$ cat src/rtl/sar_seq_pkg.sv
package sar_seq_pkg;

    localparam int DATA_W  = 8;
    localparam int CH_W    = 3;
    localparam int MAX_DIV = 32;
    localparam int CNT_W   = $clog2(MAX_DIV);

    typedef enum logic [1:0] {
        ST_IDLE  = 2'd0,
        ST_CONV  = 2'd1,
        ST_RECOV = 2'd2
    } seq_state_e;

    typedef struct packed {
        logic            en;
        logic            go;
        logic [1:0]      clk_sel;
        logic [CH_W-1:0] chan;
    } ctl_word_t;

    localparam logic [1:0] SEL_RC = 2'b11;

    // Bit-time length in system clocks for the divided sources.
    function automatic logic [CNT_W:0] div_of(input logic [1:0] sel);
        logic [CNT_W:0] r;
        case (sel)
            2'b00:   r = (CNT_W+1)'(2);
            2'b01:   r = (CNT_W+1)'(8);
            default: r = (CNT_W+1)'(MAX_DIV);
        endcase
        return r;
    endfunction

endpackage

$ cat src/rtl/sar_rc_sync.sv
module sar_rc_sync #(
    parameter int STAGES = 2
) (
    input  logic clk,
    input  logic rst,
    input  logic async_i,
    output logic rise_o
);
    logic [STAGES-1:0] chain_q;
    logic              last_q;

    generate
        for (genvar g = 0; g < STAGES; g++) begin : g_stage
            if (g == 0) begin : g_first
                always_ff @(posedge clk) begin
                    if (rst) chain_q[0] <= 1'b0;
                    else     chain_q[0] <= async_i;
                end
            end else begin : g_next
                always_ff @(posedge clk) begin
                    if (rst) chain_q[g] <= 1'b0;
                    else     chain_q[g] <= chain_q[g-1];
                end
            end
        end
    endgenerate

    always_ff @(posedge clk) begin
        if (rst) last_q <= 1'b0;
        else     last_q <= chain_q[STAGES-1];
    end

    assign rise_o = chain_q[STAGES-1] & ~last_q;
endmodule

$ cat src/rtl/sar_tick_gen.sv
module sar_tick_gen
    import sar_seq_pkg::*;
#(
    parameter int SYNC_STAGES = 2
) (
    input  logic       clk,
    input  logic       rst,
    input  logic       clr,
    input  logic [1:0] sel,
    input  logic       rc_clk_i,
    output logic       tick_o
);
    logic [CNT_W-1:0] cnt_q;
    logic [CNT_W-1:0] last_cnt;
    logic             rc_rise;
    logic             div_tick;

    sar_rc_sync #(.STAGES(SYNC_STAGES)) rc_sync_i (
        .clk     (clk),
        .rst     (rst),
        .async_i (rc_clk_i),
        .rise_o  (rc_rise)
    );

    assign last_cnt = CNT_W'(div_of(sel) - 1'b1);
    assign div_tick = (cnt_q == last_cnt);

    always_ff @(posedge clk) begin
        if (rst || clr || div_tick) cnt_q <= '0;
        else                        cnt_q <= cnt_q + 1'b1;
    end

    assign tick_o = !clr && ((sel == SEL_RC) ? rc_rise : div_tick);
endmodule

$ cat src/rtl/sar_fsm.sv
module sar_fsm
    import sar_seq_pkg::*;
(
    input  logic              clk,
    input  logic              rst,
    input  logic              ctl_we,
    input  ctl_word_t         ctl_w,
    input  logic              res_we,
    input  logic [DATA_W-1:0] res_wdata,
    input  logic              flag_we,
    input  logic              flag_wdata,
    input  logic              tick,
    input  logic              cmp_i,
    output logic              tick_clr,
    output logic              en_o,
    output logic              busy_o,
    output logic [1:0]        clk_sel_o,
    output logic [DATA_W-1:0] result_o,
    output logic              done_o,
    output logic [DATA_W-1:0] dac_code_o,
    output logic              sample_o,
    output logic [CH_W-1:0]   chan_o
);
    localparam int TC_W = $clog2(DATA_W + 1);

    seq_state_e        state_q;
    logic              en_q;
    logic [1:0]        sel_q;
    logic [CH_W-1:0]   ch_q, ch_lat_q;
    logic [DATA_W-1:0] sar_q, result_q;
    logic              done_q;
    logic [TC_W-1:0]   tc_q;

    logic              en_next, start, abort, finish;
    logic [DATA_W-1:0] bit_msk, nxt_msk, resolved, sar_next;

    assign en_next = ctl_we ? ctl_w.en : en_q;
    assign start   = ctl_we && ctl_w.go && ctl_w.en && en_q && (state_q == ST_IDLE);
    assign abort   = (state_q == ST_CONV) && ctl_we && !ctl_w.go;
    assign finish  = (state_q == ST_CONV) && en_next && !abort && tick
                     && (tc_q == TC_W'(DATA_W));
    assign tick_clr = (state_q == ST_IDLE) || abort;

    // Select the bit under trial and the next bit to try from the tick count.
    always_comb begin
        bit_msk = '0;
        nxt_msk = '0;
        for (int i = 0; i < DATA_W; i++) begin
            if (TC_W'(DATA_W - i) == tc_q)     bit_msk[i] = 1'b1;
            if (TC_W'(DATA_W - 1 - i) == tc_q) nxt_msk[i] = 1'b1;
        end
        resolved = cmp_i ? sar_q : (sar_q & ~bit_msk);
        sar_next = resolved | nxt_msk;
    end

    always_ff @(posedge clk) begin
        if (rst) begin
            en_q     <= 1'b0;
            sel_q    <= '0;
            ch_q     <= '0;
            ch_lat_q <= '0;
            sar_q    <= '0;
            result_q <= '0;
            done_q   <= 1'b0;
            tc_q     <= '0;
            state_q  <= ST_IDLE;
        end else begin
            if (ctl_we) begin
                en_q  <= ctl_w.en;
                sel_q <= ctl_w.clk_sel;
                ch_q  <= ctl_w.chan;
            end
            if (finish)      result_q <= resolved;
            else if (res_we) result_q <= res_wdata;
            if (finish)                      done_q <= 1'b1;
            else if (flag_we && !flag_wdata) done_q <= 1'b0;

            unique case (state_q)
                ST_IDLE: begin
                    if (start) begin
                        state_q  <= ST_CONV;
                        tc_q     <= '0;
                        sar_q    <= {1'b1, {(DATA_W-1){1'b0}}};
                        ch_lat_q <= ctl_w.chan;
                    end
                end
                ST_CONV: begin
                    if (!en_next) begin
                        state_q <= ST_IDLE;
                    end else if (abort) begin
                        state_q <= ST_RECOV;
                        tc_q    <= '0;
                    end else if (tick) begin
                        sar_q <= sar_next;
                        tc_q  <= tc_q + 1'b1;
                        if (finish) state_q <= ST_IDLE;
                    end
                end
                ST_RECOV: begin
                    if (!en_next) begin
                        state_q <= ST_IDLE;
                    end else if (tick) begin
                        if (tc_q == TC_W'(1)) state_q <= ST_IDLE;
                        tc_q <= tc_q + 1'b1;
                    end
                end
                default: state_q <= ST_IDLE;
            endcase
        end
    end

    assign en_o       = en_q;
    assign busy_o     = (state_q == ST_CONV);
    assign clk_sel_o  = sel_q;
    assign result_o   = result_q;
    assign done_o     = done_q;
    assign dac_code_o = sar_q;
    assign sample_o   = en_q && (state_q == ST_IDLE);
    assign chan_o     = (state_q == ST_CONV) ? ch_lat_q : ch_q;

    AST_START_NEEDS_PRIOR_EN: assert property (@(posedge clk) disable iff (rst)
        (state_q == ST_CONV && $past(state_q) == ST_IDLE) |-> $past(en_q));
    AST_ABORT_KEEPS_RESULT: assert property (@(posedge clk) disable iff (rst)
        (state_q == ST_RECOV && $past(state_q) == ST_CONV && !$past(res_we))
        |-> (result_q == $past(result_q) && !$rose(done_q)));
    AST_RECOV_NO_START: assert property (@(posedge clk) disable iff (rst)
        (state_q == ST_RECOV) |=> (state_q != ST_CONV));
    AST_CHAN_HELD: assert property (@(posedge clk) disable iff (rst)
        (state_q == ST_CONV && $past(state_q) == ST_CONV) |-> $stable(ch_lat_q));
    AST_DONE_FROM_CONV: assert property (@(posedge clk) disable iff (rst)
        $rose(done_q) |-> ($past(state_q) == ST_CONV && state_q == ST_IDLE));
    AST_OFF_IS_IDLE: assert property (@(posedge clk) disable iff (rst)
        !en_q |-> (state_q == ST_IDLE));
endmodule

$ cat src/rtl/sar_seq_top.sv
module sar_seq_top
    import sar_seq_pkg::*;
#(
    parameter int SYNC_STAGES = 2
) (
    input  logic              clk,
    input  logic              rst,
    input  logic              ctl_we,
    input  logic              ctl_en,
    input  logic              ctl_go,
    input  logic [1:0]        ctl_clk_sel,
    input  logic [CH_W-1:0]   ctl_chan,
    input  logic              res_we,
    input  logic [DATA_W-1:0] res_wdata,
    input  logic              flag_we,
    input  logic              flag_wdata,
    input  logic              rc_clk_i,
    input  logic              cmp_i,
    output logic              en_o,
    output logic              busy_o,
    output logic [1:0]        clk_sel_o,
    output logic [DATA_W-1:0] result_o,
    output logic              done_o,
    output logic [DATA_W-1:0] dac_code_o,
    output logic              sample_o,
    output logic [CH_W-1:0]   chan_o
);
    ctl_word_t ctl_w;
    logic      tick, tick_clr;

    assign ctl_w = '{en: ctl_en, go: ctl_go, clk_sel: ctl_clk_sel, chan: ctl_chan};

    sar_tick_gen #(.SYNC_STAGES(SYNC_STAGES)) tick_i (
        .clk      (clk),
        .rst      (rst),
        .clr      (tick_clr),
        .sel      (clk_sel_o),
        .rc_clk_i (rc_clk_i),
        .tick_o   (tick)
    );

    sar_fsm fsm_i (
        .clk        (clk),
        .rst        (rst),
        .ctl_we     (ctl_we),
        .ctl_w      (ctl_w),
        .res_we     (res_we),
        .res_wdata  (res_wdata),
        .flag_we    (flag_we),
        .flag_wdata (flag_wdata),
        .tick       (tick),
        .cmp_i      (cmp_i),
        .tick_clr   (tick_clr),
        .en_o       (en_o),
        .busy_o     (busy_o),
        .clk_sel_o  (clk_sel_o),
        .result_o   (result_o),
        .done_o     (done_o),
        .dac_code_o (dac_code_o),
        .sample_o   (sample_o),
        .chan_o     (chan_o)
    );
endmodule

$ cat config.mk
export PLATFORM = sky130hd
export DESIGN_NAME = sar_seq_top
export DESIGN_NICKNAME = d
export VERILOG_FILES = /design/src/rtl/sar_seq_pkg.sv /design/src/rtl/sar_rc_sync.sv /design/src/rtl/sar_tick_gen.sv /design/src/rtl/sar_fsm.sv /design/src/rtl/sar_seq_top.sv
export SDC_FILE = /design/constraint.sdc
export NUM_CORES = 1
export LEC_CHECK = 0
export BUFFER_PORTS_ARGS = -buffer_cell sky130_fd_sc_hd__buf_2
export CORE_ASPECT_RATIO = 1.4
export CORE_MARGIN = 8
export CORE_UTILIZATION = 35
export DETAILED_ROUTE_END_ITERATION = 10
export PLACE_DENSITY = 0.59
export RECOVER_POWER = 25
export REMOVE_ABC_BUFFERS = 1
export SYNTH_ARGS = -nofsm -noshare
export SYNTH_HDL_FRONTEND = slang
export SYNTH_SLANG_ARGS = --single-unit
$ cat constraint.sdc
create_clock -name clk -period 3.1 [get_ports clk]
set_input_delay 0.155 -clock clk [delete_from_list [all_inputs] [get_ports clk]]
set_output_delay 0.155 -clock clk [all_outputs]
set_load 0.02 [all_outputs]
Word-level counts from Yosys, hierarchy flattened:

Cells that the tools add are included.

* register bits: 40
* bits in latches: 0
* bits in writable memories: 0
* bits in read-only memories: 0
* input bits: 23
* output and inout port bits: 25
* word-level logic and storage cells: 114
* memories kept: 0

* add/subtract/negate cells: 3
* multipliers: 0
* divide/modulo/power cells: 0
* magnitude comparators: 0
* equal/unequal tests: 24
* shift operators: 0
* multiplexer cells: 38
* bitwise operators: 5
* reduce and logical (&&, ||, !) cells: 31

Operators by type and width (number)
* 8-bit two-way mux: 7
* 4-bit two-way mux: 5
* 3-bit by 4-bit == test with 1-bit output (first input constant): 4
* 2-bit two-way mux: 8
* 8-bit case mux with 2 select lines: 1
* 1-bit logical AND: 13
* 1-bit two-way mux: 13
* 4-bit case mux with 3 select lines: 1
* 5-bit AND reduction: 2
* 8-bit AND: 1
* 2-bit by 4-bit == test with 1-bit output (first input constant): 2
* 2-bit by 1-bit != test with 1-bit output (second input constant): 4
* 8-bit inverter: 1
* 8-bit bitwise OR: 1
* 4-bit case mux with 2 select lines: 1
* 2-bit case mux with 3 select lines: 1
* 2-bit nonzero test: 3
* 5-bit by 1-bit adder with 5-bit output (second input constant): 1
* 5-bit == test: 1
* 5-bit by 1-bit subtractor with 5-bit output (second input constant): 1
* 4-bit by 1-bit adder with 4-bit output (second input constant): 1
* 1-bit by 4-bit == test with 1-bit output (first input constant): 1
* 2-bit by 1-bit == test with 1-bit output (second input constant): 2
* 2-bit == test (second input constant): 2
* 18 further kinds: 24

Logic depth before layout (Yosys ltp):

Gate-level depths: netlist of run 1.

* depth after elaboration: 13
* gate-level depth with buffers: 8
* mapped depth without buffers: 7

Hierarchy:

From an unflattened synthesis of run 1, not the netlist that was laid out.

* cells, all modules: 234
* area total of the unflattened synthesis: 2128.3 sq um

By module, submodules not included
* sar_fsm: times used 1, cells an instance 202, area each 1791.7 sq um, sequential area each 640.6 sq um
* sar_tick_gen: times used 1, cells an instance 25, area each 249.0 sq um, sequential area each 100.1 sq um
* sar_rc_sync: times used 1, cells an instance 7, area each 87.6 sq um, sequential area each 60.1 sq um

Worst setup path after synthesis of run 1:

No wires, ideal clock.

* path type: reg2reg
* start point: register fsm_i.sel_q[1] (netlist: fsm_i.clk_sel_o[1])
* end point: register fsm_i.sar_q[6] (netlist: fsm_i.dac_code_o[6])
* setup time: 0.122 ns
* arrival: 2.198 ns
* data required time: 2.978 ns
* path slack: 0.781 ns
* cell stages (with the launch flop): 9
* path buffers: 1
* period minus slack after synthesis: 2.319 ns
* cell sequence: dfxtp_1 -> or2_2 -> ha_1 -> xor2_1 -> o2111a_2 -> a21oi_2 -> or3_1 -> buf_6 -> mux2i_1

* word-level cells in the longest chain between the ends: 8
* elaborated cells on any way between the ends: 10
* those cells by class: 1 x add/sub; 4 x eq/ne; 2 x mux; 3 x reduce/logical

Ends and longest elaborated chain
* start, declared: RTL line sar_fsm.sv:28 `logic [1:0] sel_q;`
* start signal, assigned: RTL line sar_fsm.sv:70 `sel_q <= ctl_w.clk_sel;`
* 2-bit by 1-bit == test with 1-bit output or 2-bit zero test (tied branches): RTL line sar_seq_pkg.sv:26 `case (sel)`
* 4-bit case mux with 2 select lines: RTL line sar_seq_pkg.sv:26
* 5-bit by 1-bit subtractor with 5-bit output: RTL line sar_tick_gen.sv:25 `assign last_cnt = CNT_W'(div_of(sel) - 1'b1);`
* 5-bit == test: RTL line sar_tick_gen.sv:26 `assign div_tick = (cnt_q == last_cnt);`
* 1-bit two-way mux *: RTL line sar_tick_gen.sv:33 `assign tick_o = !clr && ((sel == SEL_RC) ? rc_rise : div_tick);`
* 1-bit logical AND *: RTL line sar_tick_gen.sv:33
* 2-bit by 1-bit != test with 1-bit output (no line) *
* 5-bit AND reduction (no line) *
* end signal, assigned: RTL line sar_fsm.sv:83 `sar_q <= {1'b1, {(DATA_W-1){1'b0}}};`
* end signal, assigned: RTL line sar_fsm.sv:94 `sar_q <= sar_next;`
* end, declared: RTL line sar_fsm.sv:30 `logic [DATA_W-1:0] sar_q, result_q;`

Mark *: on every way between the ends. The rest lies on a longest branch, timed or not.
A chain may end at the register's enable or synchronous reset.

Worst setup path in the final report of run 1:

* start point: register fsm_i.sel_q[1] (netlist: fsm_i.clk_sel_o[1])
* end point: register fsm_i.sar_q[3] (netlist: fsm_i.dac_code_o[3])

The elaborated chain is that of the path after synthesis.

==> results of run 1 <==
logic make-up after synthesis:
logic type      share of synthesized area
fa+ha+maj                         0.04907
buf+inv                           0.03926
flops                              0.3490
xor+xnor                          0.01909
compound gates                     0.1821
mux                                0.1418
simple gates                       0.2197
synth_stat cells, types with 6 or more instances:
master	n
a21oi_1	17
and2_1	6
clkbuf_1	9
dfxtp_1	40
ha_1	9
inv_1	11
mux2_2	9
mux2i_1	21
nand2_1	22
nand3_1	12
nor2_1	21
nor2b_1	8
o21ai_0	20
final timing paths:
path                            slack, ps  cells past startpoint                                    from                                     end
worst max-delay path                  630                      7         fsm_i.clk_sel_o[1]$_SDFFE_PP0P_        fsm_i.dac_code_o[3]$_SDFFE_PP0P_
worst min-delay path                   60                      2                                rc_clk_i  tick_i.rc_sync_i.chain_q[0]$_SDFF_PP0_
worst max register to register        630                      7         fsm_i.clk_sel_o[1]$_SDFFE_PP0P_        fsm_i.dac_code_o[3]$_SDFFE_PP0P_
worst min register to register        440                      1  tick_i.rc_sync_i.chain_q[0]$_SDFF_PP0_  tick_i.rc_sync_i.chain_q[1]$_SDFF_PP0_
state kept, by name, indices dropped and copies added, names as in the netlist, 2 cells and up:
| signal | flops |
|---|---|
| fsm_i.ch_lat_q | 3 |
| fsm_i.ch_q | 3 |
| fsm_i.clk_sel_o | 2 |
| fsm_i.dac_code_o | 8 |
| fsm_i.result_o | 8 |
| fsm_i.state_q | 2 |
| fsm_i.tc_q | 4 |
| tick_i.cnt_q | 5 |
| tick_i.rc_sync_i.chain_q | 2 |
layout make-up:
class | count | area [µm²]
tap | 74 | 92.59
clock buffer | 6 | 72.57
timing repair buffer | 47 | 224.0
multi-input combinational | 204 | 1404
inverter | 11 | 41.29
sequential | 40 | 800.8
clock inverter | 2 | 35.03
fill | 695 | 3811
through the flow:
stage               instances  cell area (µm²)  setup WS, ps  hold WS (ps)
finish                    384             2670         628.2         62.66
CTS                       384             2681         606.2         59.88
global placement          376             2574         679.8         370.5
detailed placement        376             2574         623.6         372.4
floorplan                 255             2246         721.0         224.1
global route              384             2670         476.0         68.22
metal layers:
| metal | track usage | up-vias |
|---|---|---|
| met5 | 0 | - |
| met4 | 0.06563 | 0 |
| met3 | 0.03095 | 10 |
| met2 | 0.2268 | 32 |
| met1 | 0.1211 | 950 |
| li1 | - | 1038 |
power by group:
| group | internal, mW | leakage, nW | switching, mW |
|---|---|---|---|
| logic | 0.123 | 0.768 | 0.198 |
| registers | 0.538 | 0.326 | 0.0180 |
| clock network | 0.239 | 0.0552 | 0.188 |
| total | 0.900 | 1.15 | 0.404 |
worst reg2reg max path: cells and delay by family (launching register included):
kind,cells,cell delay (ps)
adder cells (fa/ha/maj),1,300
AO/OA/AOI/OAI,2,400
XOR/XNOR,1,210
AND/OR/NAND/NOR,2,870
multiplexers,1,180
flip-flops,1,390
==> run_results.csv, run 1 <==
group,metric,value,unit
setup_path,cp.required,3280,ps
die,placementRows,35,
clocking,clk_latency,300,ps
final_layout,diodes,0,
sta,fin_crit_sh,0.7974,
final_layout,utilization,0.4120,
final_layout,final_common_cell,"dfxtp_1",
detailed_routing,via_per_inst,5.286,
die,coreArea,6481,µm²
clocking,h-tree-depth,2,
synthesis,netlist_area,2295,µm²
global_routing,grt_start_max_net_pins,34,
global_routing,grt_pass1_wl,9404,µm
setup_path,slowest_stage,"or3_1",
clocking,cts_tree,"built",
synthesis,synth-warning-count,0,
synthesis,synthDominantCellAreaShare,0.3490,
setup_path,cp_cell_sequence,"or2_2, ha_1, xor2_1, o2111a_2, a21oi_2, or3_1, mux2i_1",
setup_path,setup.worst_path.start_class,"register",
global_routing,grt_overflow,0,
synthesis,ys_seq_area_frac,0.3490,
sta,slew_headroom,0.07355,
sta,period_minus_slack,2472,ps
final_layout,layout-drive-gt1-share,0.2000,
sta,fin_skew,3.639,ps
clocking,cts_resized,0,
sta,hold_violations,0,
final_layout,fin_nets,341,
synthesis,ys_top_cells_by_area,"dfxtp_1 (35%), mux2i_1 (9.2%), ha_1 (4.9%), mux2_2 (4.4%), o21ai_0 (4.4%)",
clocking,cts-buffers-inserted,5,
die,pin_count,48,
worst_hold_path,hold_path_class,"in2reg",
global_routing,grt_usage,0.1226,
sta,grt_setup_unrepaired,"no",
clocking,clkSinkCount,40,
detailed_routing,dr_total_vias,2030,
flow_run,cap_viol_max_count,0,
pwr,fin_total_pwr,1.304,mW
clocking,ctsHoldBuffers,0,
place,port_buffers,47,
clocking,postCtsSetupBuffers,0,
synthesis,yosys.area.top_type,"dfxtp_1",
global_routing,first_global_vias,2041,
detailed_routing,antenna_left,0,
synthesis,synth.ff_latch_count,40,
sta,drv_slew,0,
detailed_routing,dr.pass1.iters,4,
setup_path,path_max_fanout,10,
synthesis,async_flop_share,0,
clocking,clk_pin_slew,80,ps
setup_path,timing.critical_path.to_type,"register",
synthesis,synth_cell_types,50,
die,die_h,111.8,µm
pwr,peakVddDrop,0.2594,mV
synthesis,syn_inst,266,
clocking,root_buffer,"clkbuf_8",
final_layout,area_delta_synth_final,16.36,%
sta,setup_violations,0,
die,die_area,9440,µm²
synthesis,syn_area_per_cell,8.627,µm²
pwr,p_leak,1.149,nW
place,gp_congestion,0.8183,
setup_path,path_buf_inv,0,
detailed_routing,drtIter0Drc,78,
detailed_routing,wl_met1,2291,µm
detailed_routing,finalWirelength,5674,µm
detailed_routing,wl_met2,3040,µm
setup_path,criticalPathCategory,"reg2reg",
setup_path,cp_top_family,"simple AND/OR/NAND/NOR gates",
outcome,status,"finished clean",
synthesis,synth_edf_count,0,
die,start_util,0.3541,
synthesis,synth_ff_type,"dfxtp_1",
sta,final.setup.tns,0,ps
detailed_routing,highest_layer,"met4",
place,hpwl,4390,µm
sta,worst_pin_slew,1390,ps
pwr,power_density,488.3,nW/µm²
final_layout,final_cell_mix,"dfxtp_1 (40), buf_2 (38), nand2_1 (22), nor2_1 (21), mux2i_1 (21)",
die,dieWidth,84.43,µm
detailed_routing,drc,0,
detailed_routing,met3WireLength,220,µm
global_routing,antenna_found_initial,0,
sta,fmax,0.4046,GHz
clocking,clockBufferDepth,2,
detailed_routing,wire_per_inst,14.78,µm
setup_path,cpPeakStageDelay,550,ps
setup_path,crit_arrival,2650,ps
(Power assumes the default switching activity.)
==> run 2, diff against run 1 <==
==> constraint.sdc (replaced) <==
create_clock -name clk -period 2.4 [get_ports clk]
set_input_delay 0.12 -clock clk [delete_from_list [all_inputs] [get_ports clk]]
set_output_delay 0.12 -clock clk [all_outputs]
set_load 0.02 [all_outputs]
==> run 2 against run 1 <==
Net effect: global-route usage up 0.19 points; via count is 0.25% higher; setup slack got worse by 510 ps; die area stayed put; highest routed layer unchanged.
==> run_results.csv, run 2 (synthesized netlist as in run 1, its figures left out) <==
group,metric,value,unit
sta,hold_violations,0,
die,dieWidth,84.43,µm
place,hpwl,4397,µm
clocking,cts_tree,"built",
final_layout,layout-drive-gt1-share,0.2159,
detailed_routing,drtIter0Drc,67,
detailed_routing,dr.pass1.iters,4,
detailed_routing,drc,0,
sta,grt_setup_unrepaired,"no",
die,die_h,111.8,µm
flow_run,cap_viol_max_count,0,
detailed_routing,wire_per_inst,14.52,µm
setup_path,endpoint,"fsm_i.dac_code_o[3]$_SDFFE_PP0P_",
clocking,cts_resized,0,
clocking,clk_pin_slew,80,ps
detailed_routing,dr_total_vias,2035,
setup_path,slowest_stage,"or3_1",
setup_path,criticalPathCategory,"reg2reg",
global_routing,first_global_vias,2089,
detailed_routing,via_per_inst,5.231,
sta,final.setup.tns,0,ps
clocking,h-tree-depth,2,
worst_hold_path,min_path_cells,2,
sta,fmax,0.4378,GHz
pwr,power_density,654.0,nW/µm²
setup_path,r2r_cells,7,
clocking,clk_latency,290,ps
sta,slew_headroom,0.1137,
final_layout,final_common_cell,"dfxtp_1",
place,port_buffers,47,
setup_path,rr_endpoint,"fsm_i.dac_code_o[3]$_SDFFE_PP0P_",
worst_hold_path,hold_path_class,"in2reg",
setup_path,cp.required,2570,ps
pwr,peakVddDrop,0.3208,mV
outcome,status,"finished clean",
setup_path,cp_cell_sequence,"or2_2, ha_1, xor2_1, o2111a_2, a21oi_2, or3_1, mux2i_1",
final_layout,fill_cells,674,
place,gp_congestion,0.8416,
setup_path,path_max_fanout,7,
clocking,ctsHoldBuffers,0,
setup_path,worstReg2RegStart,"fsm_i.clk_sel_o[1]$_SDFFE_PP0P_",
global_routing,antenna_found_initial,0,
die,pin_count,48,
global_routing,grt_overflow,0,
detailed_routing,finalWirelength,5647,µm
sta,fin_crit_sh,0.9517,
global_routing,grt_start_max_net_pins,34,
sta,setup_violations,0,
sta,worst_pin_slew,1329,ps
die,start_util,0.3541,
final_layout,final_cell_mix,"dfxtp_1 (40), buf_2 (38), nand2_1 (22), nor2_1 (21), mux2i_1 (21)",
final_layout,fin_nets,347,
die,die_area,9440,µm²
final_layout,area_delta_synth_final,19.25,%
die,placementRows,35,
clocking,cts-buffers-inserted,5,
global_routing,grt_pass1_wl,9680,µm
setup_path,timing.critical_path.to_type,"register",
sta,holdWs,30.61,ps
sta,drv_slew,0,
setup_path,setup.worst_path.start_class,"register",
die,coreArea,6481,µm²
setup_path,crit_path_start,"fsm_i.clk_sel_o[1]$_SDFFE_PP0P_",
clocking,root_buffer,"clkbuf_8",
final_layout,diodes,0,
clocking,clkSinkCount,40,
sta,period_minus_slack,2284,ps
setup_path,reg2reg_slack,120,ps
pwr,p_leak,1.188,nW
sta,fin_skew,1.710,ps
clocking,postCtsSetupBuffers,0,
global_routing,grt_usage,0.1245,
setup_path,cpPeakStageDelay,540,ps
detailed_routing,antenna_left,0,
setup_path,crit_arrival,2460,ps
clocking,clockBufferDepth,2,
[run 2: worst min path at each step]
stage                         from  slack, ps                                endpoint
final                     rc_clk_i         30  tick_i.rc_sync_i.chain_q[0]$_SDFF_PP0_
after CTS                 rc_clk_i         30  tick_i.rc_sync_i.chain_q[0]$_SDFF_PP0_
after floorplan                rst        190               fsm_i.done_o$_SDFFE_PP0P_
after global placement    rc_clk_i        340  tick_i.rc_sync_i.chain_q[0]$_SDFF_PP0_
after global routing      rc_clk_i         40  tick_i.rc_sync_i.chain_q[0]$_SDFF_PP0_
after detailed placement  rc_clk_i        340  tick_i.rc_sync_i.chain_q[0]$_SDFF_PP0_
[run 2: where the power goes]
group / internal (mW) / total [mW] / switching (mW)
Combinational: 0.170 / 0.426 / 0.257
Clock: 0.409 / 0.649 / 0.239
Sequential: 0.694 / 0.715 / 0.0202
[run 2: worst max-delay path, delay by kind of cell (launching register included)]
kind / cells / cell delay, ps
flops: 1 / 310
xor+xnor: 1 / 190
compound gates: 2 / 350
mux: 1 / 180
fa+ha+maj: 1 / 300
simple gates: 2 / 830
[run 2: area by class of cell]
type / count / area (µm²) / area share
repair buffers: 53 / 269.0 / 0.09831
inverters: 11 / 41.29 / 0.01509
multi-input cells: 204 / 1404 / 0.5130
flip-flops and latches: 40 / 800.8 / 0.2926
clock buffers: 5 / 68.82 / 0.02515
clock inverters: 2 / 60.06 / 0.02195
well taps: 74 / 92.59 / 0.03384
[run 2: through the flow]
step	std cells	utilization	power (mW)	setup slack [ps]	area, µm²
global placement	382	0.4041	1.156	127.7	2619
global route	389	0.4222	1.882	16.58	2736
finish	389	0.4222	1.790	115.8	2736
CTS	389	0.4239	1.807	106.9	2748
detailed placement	382	0.4041	1.160	103.8	2619
floorplan	255	-	1.020	21.05	2246
[run 2: per-layer routing]
| metal | part of all wire | GRT usage |
|---|---|---|
| met1 | 0.40 | 0.1255 |
| met2 | 0.53 | 0.2310 |
| met3 | 0.047 | 0.02727 |
| met4 | 0.026 | 0.06444 |
| met5 | 0 | 0 |
==> run 3, diff against run 2 <==
--- a/config.mk
+++ b/config.mk
@@ -10,7 +10,7 @@
 export CORE_MARGIN = 8
 export CORE_UTILIZATION = 35
 export DETAILED_ROUTE_END_ITERATION = 10
-export PLACE_DENSITY = 0.59
+export PLACE_DENSITY_LB_ADDON = 0.15
 export RECOVER_POWER = 25
 export REMOVE_ABC_BUFFERS = 1
 export SYNTH_ARGS = -nofsm -noshare
==> run 3 against run 2 <==
Net effect: count of clock-buffer cells in the layout unchanged; worst hold slack improved by 15 ps; sequential power about the same; fmax increased by 1.4%; core utilization increased by 0.077 points; first-iteration DRC count increased by 67%; final area increased by 0.18%; non-clock buffer count unchanged; via count increased by 1.2%; combinational power increased by 2%; sequential share of layout area decreased by 0.053 points.
==> run_results.csv, run 3 (synthesized netlist as in run 1, its figures left out) <==
group,metric,value,unit
sta,holdWs,45.42,ps
setup_path,rr_endpoint,"fsm_i.tc_q[3]$_SDFFE_PP0P_",
sta,fmax,0.4438,GHz
detailed_routing,wire_per_inst,14.73,µm
detailed_routing,via_per_inst,5.296,
clocking,clk_pin_slew,80,ps
place,hpwl,4323,µm
global_routing,grt_pass1_wl,9432,µm
final_layout,fin_nets,347,
pwr,pwr-share-seq,0.398,
sta,worst_pin_slew,1435,ps
clocking,cts_tree,"built",
final_layout,area_delta_synth_final,19.47,%
pwr,p_clk_frac,0.360,
detailed_routing,finalWirelength,5731,µm
detailed_routing,drtIter0Drc,112,
final_layout,fin_area,2741,µm²
global_routing,grt_usage,0.1201,
die,dieWidth,84.43,µm
pwr,net-switching-power,0.5184,mW
worst_hold_path,worstHoldEndpoint,"tick_i.rc_sync_i.chain_q[0]$_SDFF_PP0_",
setup_path,worstReg2RegStart,"fsm_i.clk_sel_o[1]$_SDFFE_PP0P_",
clocking,clkSinkCount,40,
setup_path,setup.worst_path.start_class,"register",
clocking,clockBufferDepth,2,
final_layout,diodes,0,
pwr,combPwrFrac,0.242,
flow_run,cap_viol_max_count,0,
pwr,intPower,1.275,mW
setup_path,path_max_fanout,6,
die,coreArea,6481,µm²
place,gp_congestion,0.8352,
global_routing,grt_overflow,0,
sta,period_minus_slack,2253,ps
die,placementRows,35,
sta,slew_headroom,0.04361,
pwr,p_leak,1.190,nW
die,start_util,0.3541,
clocking,root_buffer,"clkbuf_8",
clocking,ctsHoldBuffers,0,
sta,fin_crit_sh,0.9388,
detailed_routing,drc,0,
final_layout,final_cell_mix,"dfxtp_1 (40), buf_2 (38), nand2_1 (22), nor2_1 (21), mux2i_1 (21)",
setup_path,timing.critical_path.to_type,"register",
final_layout,final_common_cell,"dfxtp_1",
setup_path,r2r_cells,7,
clocking,cts-buffers-inserted,5,
setup_path,crit_path_start,"fsm_i.clk_sel_o[1]$_SDFFE_PP0P_",
worst_hold_path,min_path_cells,2,
setup_path,reg2reg_slack,150,ps
global_routing,antenna_found_initial,0,
final_layout,layout-drive-gt1-share,0.2190,
clocking,h-tree-depth,2,
die,die_h,111.8,µm
setup_path,crit_arrival,2480,ps
worst_hold_path,worstHoldStart,"rc_clk_i",
detailed_routing,antenna_left,0,
place,dpl_cell_area,2619,µm²
die,die_area,9440,µm²
clocking,postCtsSetupBuffers,0,
place,port_buffers,47,
die,pin_count,48,
worst_hold_path,hold_path_class,"in2reg",
pwr,power_density,654.1,nW/µm²
setup_path,criticalPathCategory,"reg2reg",
global_routing,grt_start_max_net_pins,34,
sta,fin_skew,11.81,ps
setup_path,cp.required,2630,ps
sta,grt_setup_unrepaired,"no",
pwr,swShare,0.2891,
sta,setup_violations,0,
sta,hold_violations,0,
global_routing,first_global_vias,1939,
pwr,peakVddDrop,0.3753,mV
detailed_routing,dr.pass1.iters,4,
detailed_routing,dr_total_vias,2060,
outcome,status,"finished clean",
clocking,clk_latency,290,ps
clocking,cts_resized,0,
sta,final.setup.tns,0,ps
sta,drv_slew,0,
run 3: critical path: stages, from the launching register on:
cell and delay (ps):
dfxtp_1 340, or2_2 300, ha_1 300, xor2_1 190, o2111a_2 280, mux2i_2 120
or4_1 520, a21oi_1 140
run 3: power groups by stage:
stage          clock network [mW]  logic (mW)  registers, mW
2_1_floorplan                   0       0.271          0.749
3_3_place_gp                    0       0.434          0.729
3_5_place_dp                    0       0.436          0.729
4_1_cts                     0.664       0.438          0.713
5_1_grt                     0.686       0.477          0.718
6_report                    0.645       0.435          0.713
run 3: per-layer routing:
metal	global-route usage	share of wire	wire length, µm
met3	0.03242	0.051	293
met5	0	0	0
met2	0.2147	0.51	2905
met4	0.04057	0.013	74
met1	0.1321	0.43	2458
run 3: cell type report:
cell class	count	area, µm²
timing repair buffer	53	269.0
sequential	40	800.8
multi-input combinational	204	1409
clock buffer	5	68.82
tap	74	92.59
inverter	11	41.29
clock inverter	2	60.06
fill	686	3740
run 3: how the worst max path moves through the flow:
stage	end	slack, ps	depth (start not counted)
finish	fsm_i.tc_q[3]$_SDFFE_PP0P_	150	7
global route	fsm_i.result_o[5]$_SDFFE_PP0P_	40	7
CTS	fsm_i.dac_code_o[2]$_SDFFE_PP0P_	40	7
global placement	fsm_i.dac_code_o[5]$_SDFFE_PP0P_	100	7
floorplan	fsm_i.dac_code_o[0]$_SDFFE_PP0P_	20	7
detailed placement	fsm_i.dac_code_o[2]$_SDFFE_PP0P_	60	7
run 3: through the flow:
stage               power [mW]  std cells  setup WS [ps]  utilization
floorplan                1.020        255          21.05            -
finish                   1.793        389          146.9       0.4230
global placement         1.162        382          102.9       0.4041
global route             1.881        389          37.85       0.4230
CTS                      1.816        389          41.43       0.4239
detailed placement       1.165        382          62.83       0.4041
